**config.mk**
```make
export PLATFORM = sky130hd
export DESIGN_NAME = gainword_ctrl
export DESIGN_NICKNAME = d
export VERILOG_FILES = /design/src/rtl/gainword_pkg.sv /design/src/rtl/gw_sync.sv /design/src/rtl/gw_edge.sv /design/src/rtl/gw_shift_latch.sv /design/src/rtl/gw_gain_decode.sv /design/src/rtl/gainword_ctrl.sv
export SDC_FILE = /design/constraint.sdc
export NUM_CORES = 1
export LEC_CHECK = 0
export CORE_MARGIN = 2
export CORE_UTILIZATION = 45
export DETAILED_ROUTE_END_ITERATION = 10
export PLACE_DENSITY_LB_ADDON = 0.25
export REMOVE_ABC_BUFFERS = 1
export SLEW_MARGIN = 20
export SYNTH_ARGS = -nofsm -noshare
export SYNTH_HDL_FRONTEND = slang
export SYNTH_SLANG_ARGS = --single-unit
```
**constraint.sdc**
```tcl
create_clock -name clk -period 10.75 [get_ports clk]
set_clock_uncertainty 0.2 [all_clocks]
set_input_delay 1.075 -clock clk [delete_from_list [all_inputs] [get_ports clk]]
set_output_delay 1.075 -clock clk [all_outputs]
set_load 0.02 [all_outputs]
```
**src/rtl/gainword_pkg.sv**
```systemverilog
package gainword_pkg;
    localparam int DEF_FINE_W      = 4;
    localparam int DEF_COARSE_W    = 4;
    localparam int DEF_COARSE_STEP = 15;
    localparam int DEF_FINE_STEP   = 1;
    localparam int DEF_GAIN_W      = 10;
    localparam int DEF_SYNC_STAGES = 2;

    // positions of the external strobes in the synchronizer vector
    localparam int PIN_SCK = 0;
    localparam int PIN_SID = 1;
    localparam int PIN_LD  = 2;
    localparam int PIN_RB  = 3;
    localparam int PIN_N   = 4;
endpackage

```
**src/rtl/gw_sync.sv**
```systemverilog
module gw_sync #(
    parameter int N      = 4,
    parameter int STAGES = 2
) (
    input  logic         clk,
    input  logic         rst,
    input  logic [N-1:0] async_in,
    output logic [N-1:0] lvl
);
    for (genvar g = 0; g < N; g++) begin : g_bit
        logic [STAGES-1:0] chain_d, chain_q;

        always_comb begin
            chain_d = {chain_q[STAGES-2:0], async_in[g]};
        end

        always_ff @(posedge clk) begin
            if (rst) chain_q <= '0;
            else     chain_q <= chain_d;
        end

        assign lvl[g] = chain_q[STAGES-1];
    end
endmodule

```
**src/rtl/gw_edge.sv**
```systemverilog
module gw_edge #(
    parameter int           N        = 4,
    parameter logic [N-1:0] PREV_RST = '0
) (
    input  logic         clk,
    input  logic         rst,
    input  logic [N-1:0] lvl,
    output logic [N-1:0] rise
);
    logic [N-1:0] prev_d, prev_q;

    always_comb begin
        prev_d = lvl;
    end

    always_ff @(posedge clk) begin
        if (rst) prev_q <= PREV_RST;
        else     prev_q <= prev_d;
    end

    for (genvar g = 0; g < N; g++) begin : g_rise
        assign rise[g] = lvl[g] & ~prev_q[g];
    end
endmodule

```
**src/rtl/gw_shift_latch.sv**
```systemverilog
module gw_shift_latch #(
    parameter int WORD_W = 9
) (
    input  logic              clk,
    input  logic              rst,
    input  logic              sck_lvl,
    input  logic              sck_rise,
    input  logic              sck_fall,
    input  logic              sid_lvl,
    input  logic              ld_rise,
    input  logic              rb_rise,
    output logic [WORD_W-1:0] shift_word,
    output logic [WORD_W-1:0] latch_word,
    output logic              sod,
    output logic              proto_err
);
    typedef struct packed {
        logic [WORD_W-1:0] sr;
        logic [WORD_W-1:0] lat;
        logic              sod;
        logic              err;
    } sl_state_t;

    sl_state_t st_d, st_q;
    logic ld_ok, rb_ok, bad_strobe;

    always_comb begin
        st_d       = st_q;
        ld_ok      = ld_rise & ~sck_lvl;
        rb_ok      = rb_rise & ~sck_lvl;
        bad_strobe = (ld_rise | rb_rise) & sck_lvl;

        if (sck_rise) st_d.sr  = {sid_lvl, st_q.sr[WORD_W-1:1]};
        if (sck_fall) st_d.sod = st_q.sr[0];
        if (ld_ok)    st_d.lat = st_q.sr;
        if (rb_ok) begin
            st_d.sr  = st_q.lat;
            st_d.sod = st_q.lat[0];
        end

        if (bad_strobe)          st_d.err = 1'b1;
        else if (ld_ok || rb_ok) st_d.err = 1'b0;
    end

    always_ff @(posedge clk) begin
        if (rst) st_q <= '0;
        else     st_q <= st_d;
    end

    assign shift_word = st_q.sr;
    assign latch_word = st_q.lat;
    assign sod        = st_q.sod;
    assign proto_err  = st_q.err;
endmodule

```
**src/rtl/gw_gain_decode.sv**
```systemverilog
module gw_gain_decode #(
    parameter int FINE_W      = 4,
    parameter int COARSE_W    = 4,
    parameter int COARSE_STEP = 15,
    parameter int FINE_STEP   = 1,
    parameter int GAIN_W      = 10
) (
    input  logic [FINE_W+COARSE_W:0]  word,
    output logic signed [GAIN_W-1:0]  gain_tenths
);
    localparam int WORD_W = FINE_W + COARSE_W + 1;

    logic [COARSE_W-1:0] coarse;
    logic [FINE_W-1:0]   fine;
    logic                cut;
    logic [GAIN_W-1:0]   mag;

    always_comb begin
        fine   = word[FINE_W-1:0];
        coarse = word[FINE_W +: COARSE_W];
        cut    = word[WORD_W-1];
        mag    = GAIN_W'(coarse) * GAIN_W'(COARSE_STEP)
               + GAIN_W'(fine)   * GAIN_W'(FINE_STEP);
        gain_tenths = cut ? -$signed(mag) : $signed(mag);
    end
endmodule

```
**src/rtl/gainword_ctrl.sv**
```systemverilog
module gainword_ctrl
    import gainword_pkg::*;
#(
    parameter int FINE_W      = DEF_FINE_W,
    parameter int COARSE_W    = DEF_COARSE_W,
    parameter int COARSE_STEP = DEF_COARSE_STEP,
    parameter int FINE_STEP   = DEF_FINE_STEP,
    parameter int GAIN_W      = DEF_GAIN_W,
    parameter int SYNC_STAGES = DEF_SYNC_STAGES,
    localparam int WORD_W     = FINE_W + COARSE_W + 1
) (
    input  logic                     clk,
    input  logic                     rst,
    input  logic                     sck_pin,
    input  logic                     sid_pin,
    input  logic                     load_pin,
    input  logic                     readback_pin,
    input  logic                     serial_mode,
    input  logic                     pwr_down,
    input  logic [WORD_W-1:0]        par_word,
    output logic                     sod,
    output logic [WORD_W-1:0]        sel_word,
    output logic signed [GAIN_W-1:0] gain_tenths,
    output logic                     proto_err,
    output logic                     pd_status
);
    // edge vector: 0 sck rise, 1 sck fall (rise of inverted level), 2 load, 3 readback
    localparam int EDGE_N = 4;
    localparam logic [EDGE_N-1:0] EDGE_PREV_RST = 4'b0010;

    typedef struct packed {
        logic pd;
    } top_state_t;

    logic [PIN_N-1:0]  pins, lvl;
    logic [EDGE_N-1:0] edge_in, rise;
    logic              sck_lvl, sck_rise, sck_fall, ld_rise, rb_rise;
    logic [WORD_W-1:0] shift_word, latch_word;
    top_state_t        top_d, top_q;

    always_comb begin
        pins          = '0;
        pins[PIN_SCK] = sck_pin;
        pins[PIN_SID] = sid_pin;
        pins[PIN_LD]  = load_pin;
        pins[PIN_RB]  = readback_pin;
    end

    gw_sync #(.N(PIN_N), .STAGES(SYNC_STAGES)) sync_i (
        .clk(clk), .rst(rst), .async_in(pins), .lvl(lvl)
    );

    assign edge_in = {lvl[PIN_RB], lvl[PIN_LD], ~lvl[PIN_SCK], lvl[PIN_SCK]};

    gw_edge #(.N(EDGE_N), .PREV_RST(EDGE_PREV_RST)) edge_i (
        .clk(clk), .rst(rst), .lvl(edge_in), .rise(rise)
    );

    assign sck_lvl  = lvl[PIN_SCK];
    assign sck_rise = rise[0];
    assign sck_fall = rise[1];
    assign ld_rise  = rise[2];
    assign rb_rise  = rise[3];

    gw_shift_latch #(.WORD_W(WORD_W)) sl_i (
        .clk(clk), .rst(rst),
        .sck_lvl(sck_lvl), .sck_rise(sck_rise), .sck_fall(sck_fall),
        .sid_lvl(lvl[PIN_SID]), .ld_rise(ld_rise), .rb_rise(rb_rise),
        .shift_word(shift_word), .latch_word(latch_word),
        .sod(sod), .proto_err(proto_err)
    );

    always_comb begin
        sel_word = serial_mode ? latch_word : par_word;
    end

    gw_gain_decode #(
        .FINE_W(FINE_W), .COARSE_W(COARSE_W), .COARSE_STEP(COARSE_STEP),
        .FINE_STEP(FINE_STEP), .GAIN_W(GAIN_W)
    ) dec_i (
        .word(sel_word), .gain_tenths(gain_tenths)
    );

    always_comb begin
        top_d    = top_q;
        top_d.pd = pwr_down;
    end

    always_ff @(posedge clk) begin
        if (rst) top_q <= '0;
        else     top_q <= top_d;
    end

    assign pd_status = top_q.pd;
endmodule

```
-- Word-level counts from Yosys, hierarchy flattened
Cells that the tools add are included.
W data, S select, Z words.
- register bits after elaboration: 33
- latch bits: 0
- bits in writable memories: 0
- bits in read-only memories: 0
- input port bits: 17
- output and inout bits: 22
- memories: 0
- add/sub/neg operators: 2
- multipliers: 1
- div/mod/pow operators: 0
- $lt $le $gt $ge: 0
- equal/unequal tests: 0
- shift operators: 0
- multiplexer cells: 8
- bitwise operators: 13
- reduce and logical (&&, ||, !) cells: 4
- operators by type and width (operator ; count):
    $mux W9 ; 3
    $mux W10 ; 1
    $neg A10 Y10 ; 1
    $add A8 B4 Y9 ; 1
    $mul A4 B4 Y8 const B ; 1
    $and A1 B1 Y1 ; 7
    $reduce_bool A2 Y1 ; 3
    $not A1 Y1 ; 5
    $mux W1 ; 4
    $logic_or A1 B1 Y1 ; 1
    $or A1 B1 Y1 ; 1

-- Logic depth before layout (Yosys ltp)
Gate-level depths: netlist of run 1.
- word-level depth: 6
- depth in mapped cells: 15

-- Modules after synthesis
Synthesis of run 1 repeated with hierarchy kept, for this count alone.
- cells, all modules: 220
- area total of the unflattened synthesis: 2147.1 µm²
- modules (own cells, without submodules) (module ; instances ; cells each ; area an instance (µm²) ; sequential area each (µm²)):
    gw_shift_latch ; 1 ; 90 ; 864.6 ; 400.4
    gw_gain_decode ; 1 ; 85 ; 735.7 ; 0.0
    gw_sync ; 1 ; 20 ; 240.2 ; 160.2
    gainword_ctrl ; 1 ; 13 ; 176.4 ; 20.0
    gw_edge ; 1 ; 12 ; 130.1 ; 80.1

-- Worst setup path before layout of run 1
No wires, ideal clock.
- path type: input port to output port
- start point: in serial_mode
- end point: out gain_tenths[7]
- arrival: 5.200 ns
- data required time: 9.475 ns
- path slack: 4.275 ns
- stages: 14
- path buffers: 1
- cells stage by stage: buf_2 mux2i_1 inv_1 fa_1 fa_1 inv_1 fa_1 inv_1 ha_1 and4_4 or4_4 a2111oi_4 nor2_1 xnor2_1
- longest elaborated chain between the ends: 5
- ends and longest elaborated chain (element ; RTL line ; RTL):
    from (decl) ; gainword_ctrl.sv:18 ; input logic serial_mode,
    $mux W9 * ; gainword_ctrl.sv:74 ; sel_word = serial_mode ? latch_word : par_word;
    net sel_word[6] ; gainword_ctrl.sv:22 ; output logic [WORD_W-1:0] sel_word,
    $mul A4 B4 Y8 * ; gw_gain_decode.sv:22 ; mag = GAIN_W'(coarse) * GAIN_W'(COARSE_STEP)
    $add A8 B4 Y9 * ; gw_gain_decode.sv:23 ; + GAIN_W'(fine) * GAIN_W'(FINE_STEP);
    $neg A10 Y10 ; gw_gain_decode.sv:24 ; gain_tenths = cut ? -$signed(mag) : $signed(mag);
    $mux W10 * ; gw_gain_decode.sv:24 ;
    to (decl) ; gainword_ctrl.sv:23 ; output logic signed [GAIN_W-1:0] gain_tenths,
The timed path passes the listed nets; every way through them passes the cells marked *.

-- Final worst setup path of run 1
- start point: in serial_mode
- end point: out gain_tenths[8]
- longest elaborated chain between the ends: 5
- ends and longest elaborated chain (element ; RTL line):
    $mux W9 * ; gainword_ctrl.sv:74
    $mul A4 B4 Y8 ; gw_gain_decode.sv:22
    $add A8 B4 Y9 ; gw_gain_decode.sv:23
    $neg A10 Y10 ; gw_gain_decode.sv:24
    $mux W10 * ; gw_gain_decode.sv:24
Every way passes the cells marked *; elsewhere a longest branch is shown, timed or not.

==> results_dict.tcl, run 1 <==
set metrics [dict create \
    outcome "finished clean" \
    diodes 0 \
    crit_path_start_kind "primary input" \
    path_class "primary input to output port" \
    cts_resized 0 \
    finalWorstSetupSlack_ps 3124 \
    postRouteAntennaNets 0 \
    holdWs_ps 236.6 \
    crit_slowest_cell "clkdlybuf4s50_1" \
    clock_path_buffers 2 \
    grtUsageTotal 0.1571 \
    ff2ff_setup_slack_ps 8800 \
    clock_sinks 33 \
    cts_setup_buffers 0 \
    worst_r2r_path_depth 5 \
    core_area_um2 4294 \
    min_path_cells 1 \
    layout-drive-gt1-share 0.07724 \
    syn_area_per_cell_um2 9.496 \
    required_ps 9480 \
    fp.dieArea_um2 4913 \
    async_flop_share 0 \
    synth_flop_cell "dfxtp_1" \
    yosys_warnings 0 \
    drtIter0Drc 74 \
    yosysMostFrequentCell "dfxtp_1" \
    finalMaxSlewViolations 0 \
    fp.dieH_um 70.09 \
    post-route-min-period_ps 7626 \
    rows 24 \
    gr-total-overflow 0 \
    ys_types 31 \
    routedWlPerCell_um 11.90 \
    endpoint_kind "output port" \
    hold_start "sync_i.g_bit[2].chain_q[0]$_SDFF_PP0_" \
    final_nets 288 \
    rsz0062_at_grt "no" \
    postSynthCellCount 207 \
    vias 1474 \
    grt_pass1_vias 1378 \
    crit_buf_inv 5 \
    path_clk_slew_ps 60 \
    hp-class "flip-flop to flip-flop" \
    seq_area_frac_synth 0.3361 \
    hold_path_end "sync_i.g_bit[2].chain_q[1]$_SDFF_PP0_" \
    relSlewSlack 0.4711 \
    hpwl_um 2764 \
    die_w_um 70.09 \
    synth_common_cells "33 x dfxtp_1, 20 x nor2_1, 19 x ha_1" \
    cts_buffers 5 \
    powerDensity_nw_per_um2 135.1 \
    vdd_drop_max_uv 95.93 \
    ys_ff_latch 33 \
    yosys-top-cells-area "dfxtp_1 34%, ha_1 12%, fa_1 7.1%" \
    fmaxAchievable_ghz 0.1311 \
    htree_levels 2 \
    critPathMaxStageDelay_ps 820 \
    timing.rr.start "edge_i.prev_q[3]$_SDFF_PP0_" \
    areaGrowthSynthToFinish_pct 25.21 \
    final_cells 298 \
    cts_root_buffer "clkbuf_8" \
    drtPass1Iterations 5 \
    pin_count 39 \
    routed_via_density 4.946 \
    num-fill-cells 403 \
    wl_um 3546 \
    clock_latency_ps 280 \
    final.setup.tns_ps 0 \
    hold_viol 0 \
    dp_cells 290 \
    crit_path_max_fanout 9 \
    crit_chain "clkdlybuf4s50_1 > mux2i_1 > inv_1 > fa_1 > fa_1 > inv_1 > fa_1 > inv_1 > ha_1 > a211oi_1 > nor2_1 > xor2_1 > nor2_1 > a41oi_1 > xnor2_1 > clkdlybuf4s50_1" \
    synth_top_area_frac 0.3361 \
    setup_viol 0 \
    cp.arrival_ps 6350 \
    syn_area_um2 1966 \
    drcViolationCount 0 \
    maxCapViolCount 0 \
    leakage_uw 0.001051 \
    synth_enable_flop_cells 0 \
    start_util 0.4578 \
    critPathLaunch "serial_mode" \
    antenna_found_initial 0 \
    yosysTopAreaCell "dfxtp_1" \
    grt_pass1_wl_um 6203 \
    preCtsSetupSlack_ps 3104 \
    grt_max_degree 33 \
    cpLargestDelayFamily "adder cells" \
    port_buffers 38 \
    ctsHoldBuffers 0 \
    tightest_slew_ps 790.4 \
    r2r_end "sl_i.shift_word[2]$_SDFFE_PP0P_" \
    post-route-period-util 0.7094 \
    cts_tree "built" \
    gp_congestion 0.7305 \
]
[worst max path at each step]
| stage | to | slack, ps | depth (start not counted) |
|---|---|---|---|
| floorplan | gain_tenths[7] | 4550 | 13 |
| global placement | gain_tenths[8] | 3290 | 16 |
| detailed placement | gain_tenths[8] | 3100 | 16 |
| CTS | gain_tenths[8] | 3080 | 16 |
| global route | gain_tenths[8] | 2800 | 16 |
| finish | gain_tenths[8] | 3120 | 16 |
[registers in the layout, summed over array words and instances, names as in the netlist]
signal	cells
edge_i.prev_q	4
pd_status	1
sl_i.latch_word	9
sl_i.proto_err	1
sl_i.shift_word	9
sl_i.sod	1
sync_i.g_bit.chain_q	8
[where the power goes]
group / internal, uW / total [uW] / switching [uW]
clock network: 44.8 / 86.1 / 41.3
logic: 56.3 / 121 / 65.0
registers: 124 / 125 / 0.728
[per-stage QoR]
| stage | cell area, um2 | power [uW] | util |
|---|---|---|---|
| final | 2461 | 332.5 | 0.5731 |
| after global routing | 2461 | 352.9 | 0.5731 |
| after CTS | 2466 | 337.1 | 0.5743 |
| after detailed placement | 2384 | 249.7 | 0.5551 |
| after global placement | 2384 | 248.0 | 0.5551 |
| after floorplan | 1938 | 205.2 | - |
[cell usage in the layout, fill, tap and decap left out, drive strengths merged]
| master | count |
|---|---|
| clkdlybuf4s50 | 37 |
| inv | 18 |
| o21bai | 1 |
| nor2b | 14 |
| fa | 7 |
| a31oi | 1 |
| o31ai | 1 |
| a21o | 1 |
| nor3 | 1 |
| a41oi | 1 |
| dfxtp | 33 |
| clkbuf | 6 |
| a22oi | 9 |
| a21oi | 17 |
| xor2 | 4 |
| nand2 | 14 |
| buf | 1 |
| and4 | 1 |
| a211oi | 1 |
| nor2 | 21 |
| nand3 | 1 |
| mux2 | 5 |
| and3b | 1 |
| o21ai | 3 |
| xnor2 | 7 |
| or4 | 1 |
| clkinv | 2 |
| ha | 19 |
| mux2i | 14 |
| nand2b | 3 |
| a2111oi | 1 |
[logic make-up after synthesis]
group | count (synthesis) | share of synthesized area
xor gates and xnor gates | 11 | 0.04901
muxes | 19 | 0.1063
and+or+nand+nor | 57 | 0.1432
AOI/OAI and AO/OA | 36 | 0.1248
buffers and inverters | 25 | 0.04837
DFF | 33 | 0.3361
adders and majority gates | 26 | 0.1922
[final cells by class]
class,count,area [um2],share of cell area
flip-flops and latches,33,660.6,0.2684
clock inverters,2,10.01,0.004067
inverters,18,67.56,0.02745
repair buffers,38,375.4,0.1525
clock buffers,6,72.57,0.02949
well taps,52,65.06,0.02644
multi-input cells,149,1210,0.4916
[layer usage]
metal	GRT usage	wire length (um)	share of wire
met5	0	0	0
met4	0.04487	33	0.0093
met3	0.04618	194	0.055
met2	0.2381	1518	0.43
met1	0.2185	1799	0.51
Note: power is estimated with default switching activity, not from simulation.
==> run 2: changes to the inputs <==
==> constraint.sdc (replaced) <==
create_clock -name clk -period 6.7 [get_ports clk]
set_clock_uncertainty 0.2 [all_clocks]
set_input_delay 0.67 -clock clk [delete_from_list [all_inputs] [get_ports clk]]
set_output_delay 0.67 -clock clk [all_outputs]
set_load 0.02 [all_outputs]
==> run 2 against run 1 <==
Against the previous run: sequential cell count unchanged; register-to-register slack lost 4100 ps; non-clock buffer count grew 2; via count increased by 1.2%; sequential share of layout area down 0.52 points; routed wire length up 0.62%; worst setup slack worse by 2900 ps; highest routed layer unchanged; clock-buffer cell count is 1 higher; total power up 75%; cell area increased by 2.0%; clock power grew 120%; combinational power up 62%.
==> results_dict.tcl, run 2 (synthesis gave the netlist of run 1 again) <==
set metrics [dict create \
    outcome "finished clean" \
    final_nets 290 \
    cpLargestDelayFamily "adder cells" \
    path_clk_slew_ps 60 \
    powerDensity_nw_per_um2 232.2 \
    postRouteAntennaNets 0 \
    cp.depth 15 \
    pwr-share-comb 0.335 \
    endpoint_kind "output port" \
    crit_top_cell "fa_1" \
    setup_viol 0 \
    crit_path_max_fanout 5 \
    intPower_uw 411.6 \
    htree_levels 2 \
    grt_pass1_vias 1339 \
    post-route-min-period_ps 6430 \
    cts_resized 0 \
    num-fill-cells 391 \
    grtUsageTotal 0.1516 \
    drcViolationCount 0 \
    hold_path_end "sync_i.g_bit[2].chain_q[1]$_SDFF_PP0_" \
    routedWlPerCell_um 11.89 \
    dpl_cell_area_um2 2399 \
    cp.arrival_ps 5560 \
    areaGrowthSynthToFinish_pct 27.69 \
    r2r_end "sl_i.shift_word[8]$_SDFFE_PP0P_" \
    ctsHoldBuffers 0 \
    final.setup.tns_ps 0 \
    p_sw_uw 171.3 \
    timing.rr.start "edge_i.prev_q[3]$_SDFF_PP0_" \
    port_buffers 38 \
    worst_r2r_path_depth 5 \
    switching_share 0.2939 \
    antenna_found_initial 0 \
    leakage_uw 0.001074 \
    fp.dieArea_um2 4913 \
    post-route-period-util 0.9597 \
    crit_chain "clkdlybuf4s50_1 > mux2_2 > fa_1 > fa_1 > inv_1 > fa_1 > inv_1 > ha_1 > a211oi_1 > nor2_1 > xor2_1 > nor2_1 > a41oi_1 > xnor2_1 > clkdlybuf4s50_1" \
    required_ps 5830 \
    core_area_um2 4294 \
    cts_setup_buffers 0 \
    finalMaxSlewViolations 0 \
    cts_root_buffer "clkbuf_8" \
    pwr-share-seq 0.345 \
    diodes 0 \
    hpwl_um 2787 \
    pin_count 39 \
    relSlewSlack 0.4893 \
    rows 24 \
    maxCapViolCount 0 \
    crit_path_start_kind "primary input" \
    die_w_um 70.09 \
    grt_max_degree 33 \
    min_path_cells 1 \
    path_class "primary input to output port" \
    hold_viol 0 \
    clock_latency_ps 270 \
    gp_congestion 0.8060 \
    crit_buf_inv 4 \
    rsz0062_at_grt "no" \
    routed_via_density 4.970 \
    vdd_drop_max_uv 129.9 \
    vias 1491 \
    drtPass1Iterations 4 \
    fp.dieH_um 70.09 \
    cts_buffers 5 \
    drtIter0Drc 42 \
    layout-drive-gt1-share 0.08468 \
    crit_slowest_cell "clkdlybuf4s50_1" \
    fmaxAchievable_ghz 0.1555 \
    ff2ff_setup_slack_ps 4750 \
    power_frac_clock 0.320 \
    wl_um 3568 \
    clock_path_buffers 2 \
    final_common_cell "clkdlybuf4s50_1" \
    hold_start "sync_i.g_bit[2].chain_q[0]$_SDFF_PP0_" \
    tightest_slew_ps 763.2 \
    clock_sinks 33 \
    gr-total-overflow 0 \
    critPathMaxStageDelay_ps 630 \
    cts_tree "built" \
    grt_pass1_wl_um 6058 \
    start_util 0.4578 \
    layout_common_cells "37 x clkdlybuf4s50_1, 33 x dfxtp_1, 20 x nor2_1, 19 x ha_1, 18 x inv_1" \
    fin_area_um2 2510 \
    hp-class "flip-flop to flip-flop" \
]
-- run 2: worst max-delay path by stage --
stage	end	start	slack, ps
after global placement	gain_tenths[8]	serial_mode	350
after global routing	gain_tenths[8]	serial_mode	30
after CTS	gain_tenths[8]	serial_mode	260
after detailed placement	gain_tenths[8]	serial_mode	270
after floorplan	gain_tenths[7]	serial_mode	1310
final	gain_tenths[8]	serial_mode	270
-- run 2: final cells by class --
| type | instances | area [um2] | share of cell area |
|---|---|---|---|
| clock buffer | 7 | 86.33 | 0.03440 |
| clock inverter | 1 | 30.03 | 0.01196 |
| sequential | 33 | 660.6 | 0.2632 |
| tap | 52 | 65.06 | 0.02592 |
| multi-input combinational | 149 | 1210 | 0.4821 |
| timing repair buffer | 40 | 390.4 | 0.1555 |
| inverter | 18 | 67.56 | 0.02692 |
-- run 2: per-layer routing --
layer  routed length, um  share of wire  GRT usage  vias up
li1                    -              -          -      773
met1                1832           0.51     0.2112      673
met2                1526           0.43     0.2317       41
met3                 187          0.052    0.04329        4
met4                  21         0.0059    0.03846        0
met5                   0              0          0        -
-- run 2: power by group through the flow --
stage | registers (uW) | clock network, uW | logic [uW]
2_1_floorplan | 205 | 0 | 124
3_3_place_gp | 205 | 0 | 194
3_5_place_dp | 205 | 0 | 196
4_1_cts | 201 | 191 | 197
5_1_grt | 201 | 201 | 215
6_report | 201 | 187 | 196
-- run 2: metrics by stage --
stage                     instances  utilization  hold slack, ps  worst slack (ps)  total power (uW)
after floorplan                 200            -           213.8              1306             329.2
after global placement          292       0.5586           218.0             348.0             398.7
after detailed placement        292       0.5586           224.6             271.6             401.2
after CTS                       300       0.5857           240.2             260.6             588.8
after global routing            300       0.5845           263.7             26.05             616.9
final                           300       0.5845           240.5             270.3             582.9
-- run 2: worst register-to-register path, delay by kind of cell (launching register included) --
family             cells  cell delay [ps]
and+or+nand+nor        4             1260
DFF                    1              290
AOI/OAI and AO/OA      1               70
